<file path="config.mk">
export PLATFORM = sky130hd
export DESIGN_NAME = ud_flag_engine
export DESIGN_NICKNAME = d
export VERILOG_FILES = /design/src/rtl/ud_flag_pkg.sv /design/src/rtl/ud_slot_timer.sv /design/src/rtl/ud_dir_tagger.sv /design/src/rtl/ud_fwd_engine.sv /design/src/rtl/ud_flag_engine.sv
export SDC_FILE = /design/constraint.sdc
export NUM_CORES = 1
export LEC_CHECK = 0
export BUFFER_PORTS_ARGS = -buffer_cell sky130_fd_sc_hd__buf_2
export CORE_MARGIN = 4
export CORE_UTILIZATION = 46
export CTS_BUF_LIST = sky130_fd_sc_hd__clkbuf_8
export CTS_CLUSTER_SIZE = 16
export DETAILED_ROUTE_END_ITERATION = 10
export PLACE_DENSITY_LB_ADDON = 0.05
export SLEW_MARGIN = 20
export SYNTH_ARGS = -nofsm -noshare
export SYNTH_HDL_FRONTEND = slang
export SYNTH_SLANG_ARGS = --single-unit
</file>
<file path="constraint.sdc">
create_clock -name clk -period 1.5 [get_ports clk]
set_input_delay 0.15 -clock clk [delete_from_list [all_inputs] [get_ports clk]]
set_output_delay 0.15 -clock clk [all_outputs]
set_load 0.02 [all_outputs]
</file>
<file path="src/rtl/ud_flag_pkg.sv">
package ud_flag_pkg;
  localparam int PORTS = 4;
  typedef enum logic [1:0] {
    P_NORTH = 2'd0,
    P_EAST  = 2'd1,
    P_SOUTH = 2'd2,
    P_WEST  = 2'd3
  } port_e;
  // Ports whose mesh neighbour has a lower ID: this node wins a tie there.
  localparam logic [PORTS-1:0] TIE_WIN = (1 << P_NORTH) | (1 << P_WEST);
endpackage

</file>
<file path="src/rtl/ud_slot_timer.sv">
module ud_slot_timer #(
  parameter int NODES = 4,
  localparam int CW = (NODES > 1) ? $clog2(NODES) : 1
) (
  input  logic          clk,
  input  logic          rst_n,
  input  logic          start,
  output logic          rec,
  output logic [CW-1:0] slot,
  output logic          slot_end,
  output logic          done
);
  localparam logic [CW-1:0] LAST = CW'(NODES - 1);

  logic          rec_q, rec_d, done_q, done_d;
  logic [CW-1:0] phase_q, phase_d, slot_q, slot_d;

  always_comb begin
    rec_d   = rec_q;
    phase_d = phase_q;
    slot_d  = slot_q;
    done_d  = 1'b0;
    if (!rec_q && start) begin
      rec_d   = 1'b1;
      phase_d = '0;
      slot_d  = '0;
    end else if (rec_q) begin
      if (phase_q == LAST) begin
        phase_d = '0;
        if (slot_q == LAST) begin
          rec_d  = 1'b0;
          slot_d = '0;
          done_d = 1'b1;
        end else begin
          slot_d = slot_q + 1'b1;
        end
      end else begin
        phase_d = phase_q + 1'b1;
      end
    end
  end

  always_ff @(posedge clk or negedge rst_n) begin
    if (!rst_n) begin
      rec_q   <= 1'b0;
      phase_q <= '0;
      slot_q  <= '0;
      done_q  <= 1'b0;
    end else begin
      rec_q   <= rec_d;
      phase_q <= phase_d;
      slot_q  <= slot_d;
      done_q  <= done_d;
    end
  end

  assign rec      = rec_q;
  assign slot     = slot_q;
  assign slot_end = rec_q && (phase_q == LAST);
  assign done     = done_q;

  a_r2_exit_on_last: assert property (@(posedge clk) disable iff (!rst_n)
    done |-> !rec && $past(rec));
endmodule

</file>
<file path="src/rtl/ud_dir_tagger.sv">
module ud_dir_tagger
  import ud_flag_pkg::*;
(
  input  logic             clk,
  input  logic             rst_n,
  input  logic             start_root,
  input  logic             start_flag,
  input  logic             slot0,
  input  logic [PORTS-1:0] arr,
  input  logic [PORTS-1:0] sending,
  output logic [PORTS-1:0] up
);
  logic [PORTS-1:0] up_q, up_d, tie;

  assign tie = sending & arr;

  always_comb begin
    up_d = up_q;
    if (start_root) begin
      up_d = '0;
    end else if (start_flag) begin
      up_d = arr;
    end else if (slot0) begin
      for (int p = 0; p < PORTS; p++)
        if (tie[p]) up_d[p] = TIE_WIN[p];
    end
  end

  always_ff @(posedge clk or negedge rst_n) begin
    if (!rst_n) up_q <= '0;
    else        up_q <= up_d;
  end

  assign up = up_q;
endmodule

</file>
<file path="src/rtl/ud_fwd_engine.sv">
module ud_fwd_engine
  import ud_flag_pkg::*;
#(
  parameter int CW = 2
) (
  input  logic             clk,
  input  logic             rst_n,
  input  logic             start_root,
  input  logic             start_flag,
  input  logic             rec,
  input  logic [CW-1:0]    slot,
  input  logic             slot_end,
  input  logic             own_next,
  input  logic [PORTS-1:0] arr,
  input  logic [PORTS-1:0] up,
  input  logic [PORTS-1:0] link_ok,
  output logic [PORTS-1:0] flag_out,
  output logic             evt_vld,
  output logic [PORTS-1:0] evt_ports,
  output logic [CW-1:0]    evt_slot
);
  logic             seen_q, seen_d, take;
  logic [PORTS-1:0] upv, cand, flag_q, flag_d, ports_q, ports_d;
  logic             vld_q;
  logic [CW-1:0]    eslot_q, eslot_d;

  assign take = start_flag || (rec && !seen_q && (|arr));
  assign upv  = start_flag ? arr : up;
  assign cand = link_ok & ~arr & ((|(arr & upv)) ? ~upv : {PORTS{1'b1}});

  always_comb begin
    seen_d = seen_q;
    if (start_root)    seen_d = 1'b1;
    else if (slot_end) seen_d = own_next;
    else if (take)     seen_d = 1'b1;
    flag_d = (take ? cand : '0) | ((own_next || start_root) ? link_ok : '0);
    ports_d = take ? arr : '0;
    eslot_d = start_flag ? '0 : slot;
  end

  always_ff @(posedge clk or negedge rst_n) begin
    if (!rst_n) begin
      seen_q  <= 1'b0;
      flag_q  <= '0;
      vld_q   <= 1'b0;
      ports_q <= '0;
      eslot_q <= '0;
    end else begin
      seen_q  <= seen_d;
      flag_q  <= flag_d;
      vld_q   <= take;
      ports_q <= ports_d;
      eslot_q <= eslot_d;
    end
  end

  assign flag_out  = flag_q;
  assign evt_vld   = vld_q;
  assign evt_ports = ports_q;
  assign evt_slot  = eslot_q;

  a_r6_no_echo: assert property (@(posedge clk) disable iff (!rst_n)
    evt_vld |-> (flag_out & evt_ports) == '0);
  a_r11_live_only: assert property (@(posedge clk) disable iff (!rst_n)
    evt_vld |-> (evt_ports & ~$past(link_ok)) == '0);
endmodule

</file>
<file path="src/rtl/ud_flag_engine.sv">
module ud_flag_engine
  import ud_flag_pkg::*;
#(
  parameter int NODES   = 4,
  parameter int NODE_ID = 2,
  localparam int CW = (NODES > 1) ? $clog2(NODES) : 1
) (
  input  logic          clk,
  input  logic          rst_n,
  input  logic          fault_start,
  input  logic [3:0]    link_ok,
  input  logic [3:0]    flag_in,
  output logic [3:0]    flag_out,
  output logic          recovering,
  output logic          freeze,
  output logic          tbl_inval,
  output logic          tbl_evt_vld,
  output logic [3:0]    tbl_evt_ports,
  output logic [CW-1:0] tbl_evt_slot,
  output logic          route_restart,
  output logic [3:0]    port_up
);
  logic [PORTS-1:0] arr;
  logic             rec, slot_end, done, start_root, start_flag, own_next;
  logic [CW-1:0]    slot;
  logic             root_q, root_d, inval_q;

  assign arr        = flag_in & link_ok;
  assign start_root = !rec && fault_start;
  assign start_flag = !rec && !fault_start && (|arr);

  generate
    if (NODE_ID > 0 && NODE_ID < NODES) begin : g_own
      assign own_next = slot_end && !root_q && (slot == CW'(NODE_ID - 1));
    end else begin : g_no_own
      assign own_next = 1'b0;
    end
  endgenerate

  always_comb begin
    root_d = root_q;
    if (start_root)      root_d = 1'b1;
    else if (start_flag) root_d = 1'b0;
  end

  always_ff @(posedge clk or negedge rst_n) begin
    if (!rst_n) begin
      root_q  <= 1'b0;
      inval_q <= 1'b0;
    end else begin
      root_q  <= root_d;
      inval_q <= start_root || start_flag;
    end
  end

  ud_slot_timer #(.NODES(NODES)) u_timer (
    .clk(clk), .rst_n(rst_n), .start(start_root || start_flag),
    .rec(rec), .slot(slot), .slot_end(slot_end), .done(done)
  );

  ud_dir_tagger u_tag (
    .clk(clk), .rst_n(rst_n), .start_root(start_root), .start_flag(start_flag),
    .slot0(rec && (slot == '0)), .arr(arr), .sending(flag_out), .up(port_up)
  );

  ud_fwd_engine #(.CW(CW)) u_fwd (
    .clk(clk), .rst_n(rst_n), .start_root(start_root), .start_flag(start_flag),
    .rec(rec), .slot(slot), .slot_end(slot_end), .own_next(own_next),
    .arr(arr), .up(port_up), .link_ok(link_ok), .flag_out(flag_out),
    .evt_vld(tbl_evt_vld), .evt_ports(tbl_evt_ports), .evt_slot(tbl_evt_slot)
  );

  assign recovering    = rec;
  assign freeze        = rec;
  assign tbl_inval     = inval_q;
  assign route_restart = done;

  a_r1_inval_on_entry: assert property (@(posedge clk) disable iff (!rst_n)
    tbl_inval |-> recovering && !$past(recovering));
  a_r2_restart_after: assert property (@(posedge clk) disable iff (!rst_n)
    route_restart |-> !freeze && $past(freeze));
  a_r5_dir_frozen: assert property (@(posedge clk) disable iff (!rst_n)
    (recovering && $past(recovering) && $past(slot) != '0) |-> $stable(port_up));
  a_r9_root_silent_table: assert property (@(posedge clk) disable iff (!rst_n)
    (recovering && !$past(recovering) && root_q) |-> !tbl_evt_vld);
endmodule

</file>
==> summary.txt <==
Congestion Overflow GR -> 0
via/cell ratio -> 5.50
sw frac -> 39.6%
Design Power -> 2.64 mW
Max Cap Violations -> 0
setup TNS -> 0 ns
fin util -> 63.0%
clock transition at the registers of the reported paths -> 0.08 ns
CTS Sinks -> 24
r2r worst-path depth -> 4
run status -> completed
clock latency on the worst-skew pair -> 0.27 ns
clock skew -> 0.00274 ns
Yosys cell types -> 32
I/O Pins -> 30
Synth Instances -> 125
largest net degree at the start of global routing -> 25
CTS Root Cell -> clkbuf_8
First-pass DRT Iterations -> 4
share of cells above drive strength 1 -> 36.5%
Psw -> 1.04 mW
Post-Synth Simple-Gate Area -> 15.1%
sequential area share after synthesis -> 49.1%
Period minus WS final -> 1.47 ns
Die Footprint -> 3550 um2
Detail Route Antenna Nets -> 0
Clock power frac -> 14.4%
Least-Margin Pin Slew -> 0.536 ns
mux cell area share after synthesis -> 0%
DRT Wirelength -> 2.84 mm
hold path cells -> 3
area fraction in compound gates after synthesis -> 25.2%
top cell type's share of synthesized area -> 49.1%
power per standard cell area -> 1670 nW/um2
core area -> 2500 um2
Clock Path Buffers -> 2
Peak Freq -> 0.679 GHz
worst setup margin -> 0.0267 ns
Final setup viols -> 0
H-tree depth -> 1
Iter 0 DRT Violations -> 54
CP required -> 1.64 ns
Cell Area, Synth -> 1220 um2
GRT Resource Usage Total -> 17.9%
Initial Utilization -> 48.9%
Hold Crit Class -> in -> reg
Ant. Diodes -> 0
Critical Path Start Type -> flip-flop
Yosys Warn Count -> 0
CP startpoint -> u_timer.rec$_DFF_PN0_
# DRC -> 0
pre-CTS WS -> -0.000549 ns
FF-to-FF Start -> u_timer.rec$_DFF_PN0_
Power Internal -> 1.59 mW
CTS tree -> yes
Crit Path Category -> reg -> reg
Worst Hold Margin -> 0.112 ns
Net Count, Synth -> 140
vias in the first global route -> 1,022
Slew headroom -> 64.3%
Critical Path AT -> 1.61 ns
post-synth top area cell -> dfrtp_1
synthesis-stage register bit count -> 24
die width -> 59.6 um
largest family of logic cells by synthesized area -> compound AO/OA/AOI/OAI gates
GPL Wtd Cong -> 0.865
Sequential Power Share -> 38.9%
vias -> 1,084
die height -> 59.6 um
Hold Startpoint -> link_ok[0]
Layout Nets -> 184
FP Rows -> 18
Port Buffers -> 29
Area growth syn-to-layout -> 28.9%
P_leak -> 0.782 nW
Worst Setup End Kind -> flip-flop
initial antenna violation count -> 0
Slew Viols, Final -> 0
hpwl dp -> 2.15 mm
Synth Area in XOR/XNOR -> 0%
combinational share of power -> 46.8%
Synth Area in Adders -> 4.09%
total CTS buffers -> 3
maximum fanout along the worst path -> 4
Worst VDD drop -> 0.00124 V
Final Cycle Share -> 98.2%
first-pass GRT wire length -> 4.69 mm
syn avg cell area -> 9.78 um2
final hold vios -> 0
Avg WL per Cell -> 14.4 um
synth top area cells -> dfrtp_1 (49%), nand2_1 (4.6%), ha_1 (4.1%)
[logic make-up (layout without fill, tap and decap cells)]
family | count (synthesis) | in the layout
AO/OA/AOI/OAI | 41 | 41
adder cells (fa/ha/maj) | 4 | 4
buffers and inverters | 17 | 59
flip-flops | 24 | 24
AND/OR/NAND/NOR | 39 | 39
[cell type report]
class	count	area (um2)
fill	205	925
timing repair buffer	43	256
tap	30	37.5
inverter	13	48.8
multi-input combinational	84	589
clock buffer	3	41.3
sequential	24	602
[worst max-delay path, cell delays in order (launching register included)]
cell and delay, ns:
dfrtp_2 0.45, or2_4 0.26, a21o_1 0.21, a41oi_4 0.28, a311oi_2 0.14
[synth_stat cells]
master	number
buf_4	2
o21bai_1	1
or2_2	1
dfrtp_1	24
nand2_1	15
or2b_1	1
and3_1	1
o22a_1	2
ha_1	4
or2_4	1
o22ai_1	2
nor2_2	1
inv_1	13
nand2b_1	2
a22o_1	5
a31oi_1	2
buf_6	1
o21a_1	5
nand3_1	6
a32oi_1	1
a41oi_2	1
a21oi_1	7
o22ai_2	1
and2b_1	1
o21bai_2	1
nor3_2	1
clkbuf_1	1
a311oi_1	4
o21ai_0	5
nor2_1	9
a221oi_1	2
a21o_1	2
[stage by stage]
step           std cells  cell area [um2]
2_1_floorplan        125             1220
3_3_place_gp         191             1460
3_5_place_dp         191             1460
4_1_cts              195             1520
5_1_grt              197             1580
6_report             197             1580
[path summary, 6_finish.rpt]
| check | endpoint | slack, ns |
|---|---|---|
| max in group asynchronous | u_timer.rec$_DFF_PN0_ | 0.71 |
| max | u_fwd.flag_out[2]$_DFF_PN0_ | 0.03 |
| max reg2reg | u_fwd.flag_out[2]$_DFF_PN0_ | 0.03 |
| min reg2reg | u_timer.phase_q[0]$_DFFE_PN0P_ | 0.51 |
| min | u_fwd.flag_out[0]$_DFF_PN0_ | 0.11 |
| min in group asynchronous | u_timer.done$_DFF_PN0_ | 0.39 |
[flip-flops by register name, indices dropped and copies added, names as in the netlist]
signal	cells
u_timer.rec	1
u_timer.phase_q	2
u_timer.slot	2
u_fwd.evt_slot	2
tbl_inval	1
u_timer.done	1
u_fwd.evt_ports	4
u_tag.up	4
u_fwd.seen_q	1
root_q	1
u_fwd.flag_out	4
u_fwd.evt_vld	1
[placed cells by master, fill, tap and decap left out, types with 3 or more instances in the layout]
master     n
nand2_1   15
a21oi_1    7
o21ai_0    4
buf_4     12
a22o_1     5
dfrtp_1   23
nand3_1    6
inv_1     12
buf_2     29
clkbuf_8   3
nor2_1     9
o21a_1     4
[power groups by stage]
| stage | Sequential [mW] | Combinational (mW) | Clock, mW |
|---|---|---|---|
| after CTS | 1.02 | 1.16 | 0.395 |
| after global placement | 1.01 | 1.15 | 0 |
| final | 1.02 | 1.23 | 0.379 |
| after floorplan | 1.18 | 0.594 | 0 |
| after detailed placement | 1.03 | 1.14 | 0 |
| after global routing | 1.06 | 1.37 | 0.410 |
[metal layers]
| metal | track usage (%) | vias to the layer above | wire (um) |
|---|---|---|---|
| met5 | 0 | - | 0 |
| met4 | 8.23 | 0 | 47 |
| met3 | 2.83 | 5 | 170 |
| met2 | 27.5 | 34 | 1270 |
| met1 | 24.6 | 520 | 1360 |
| li1 | - | 525 | - |
[repair_timing]
action	in CTS	in global routing
buffers inserted	0	2
hold endpoints to repair	24	0
pin swaps	0	5
gates resized for setup	1	12
hold buffers	1	0
setup endpoints to repair	1	6
Power figures use the tool's default switching activity.
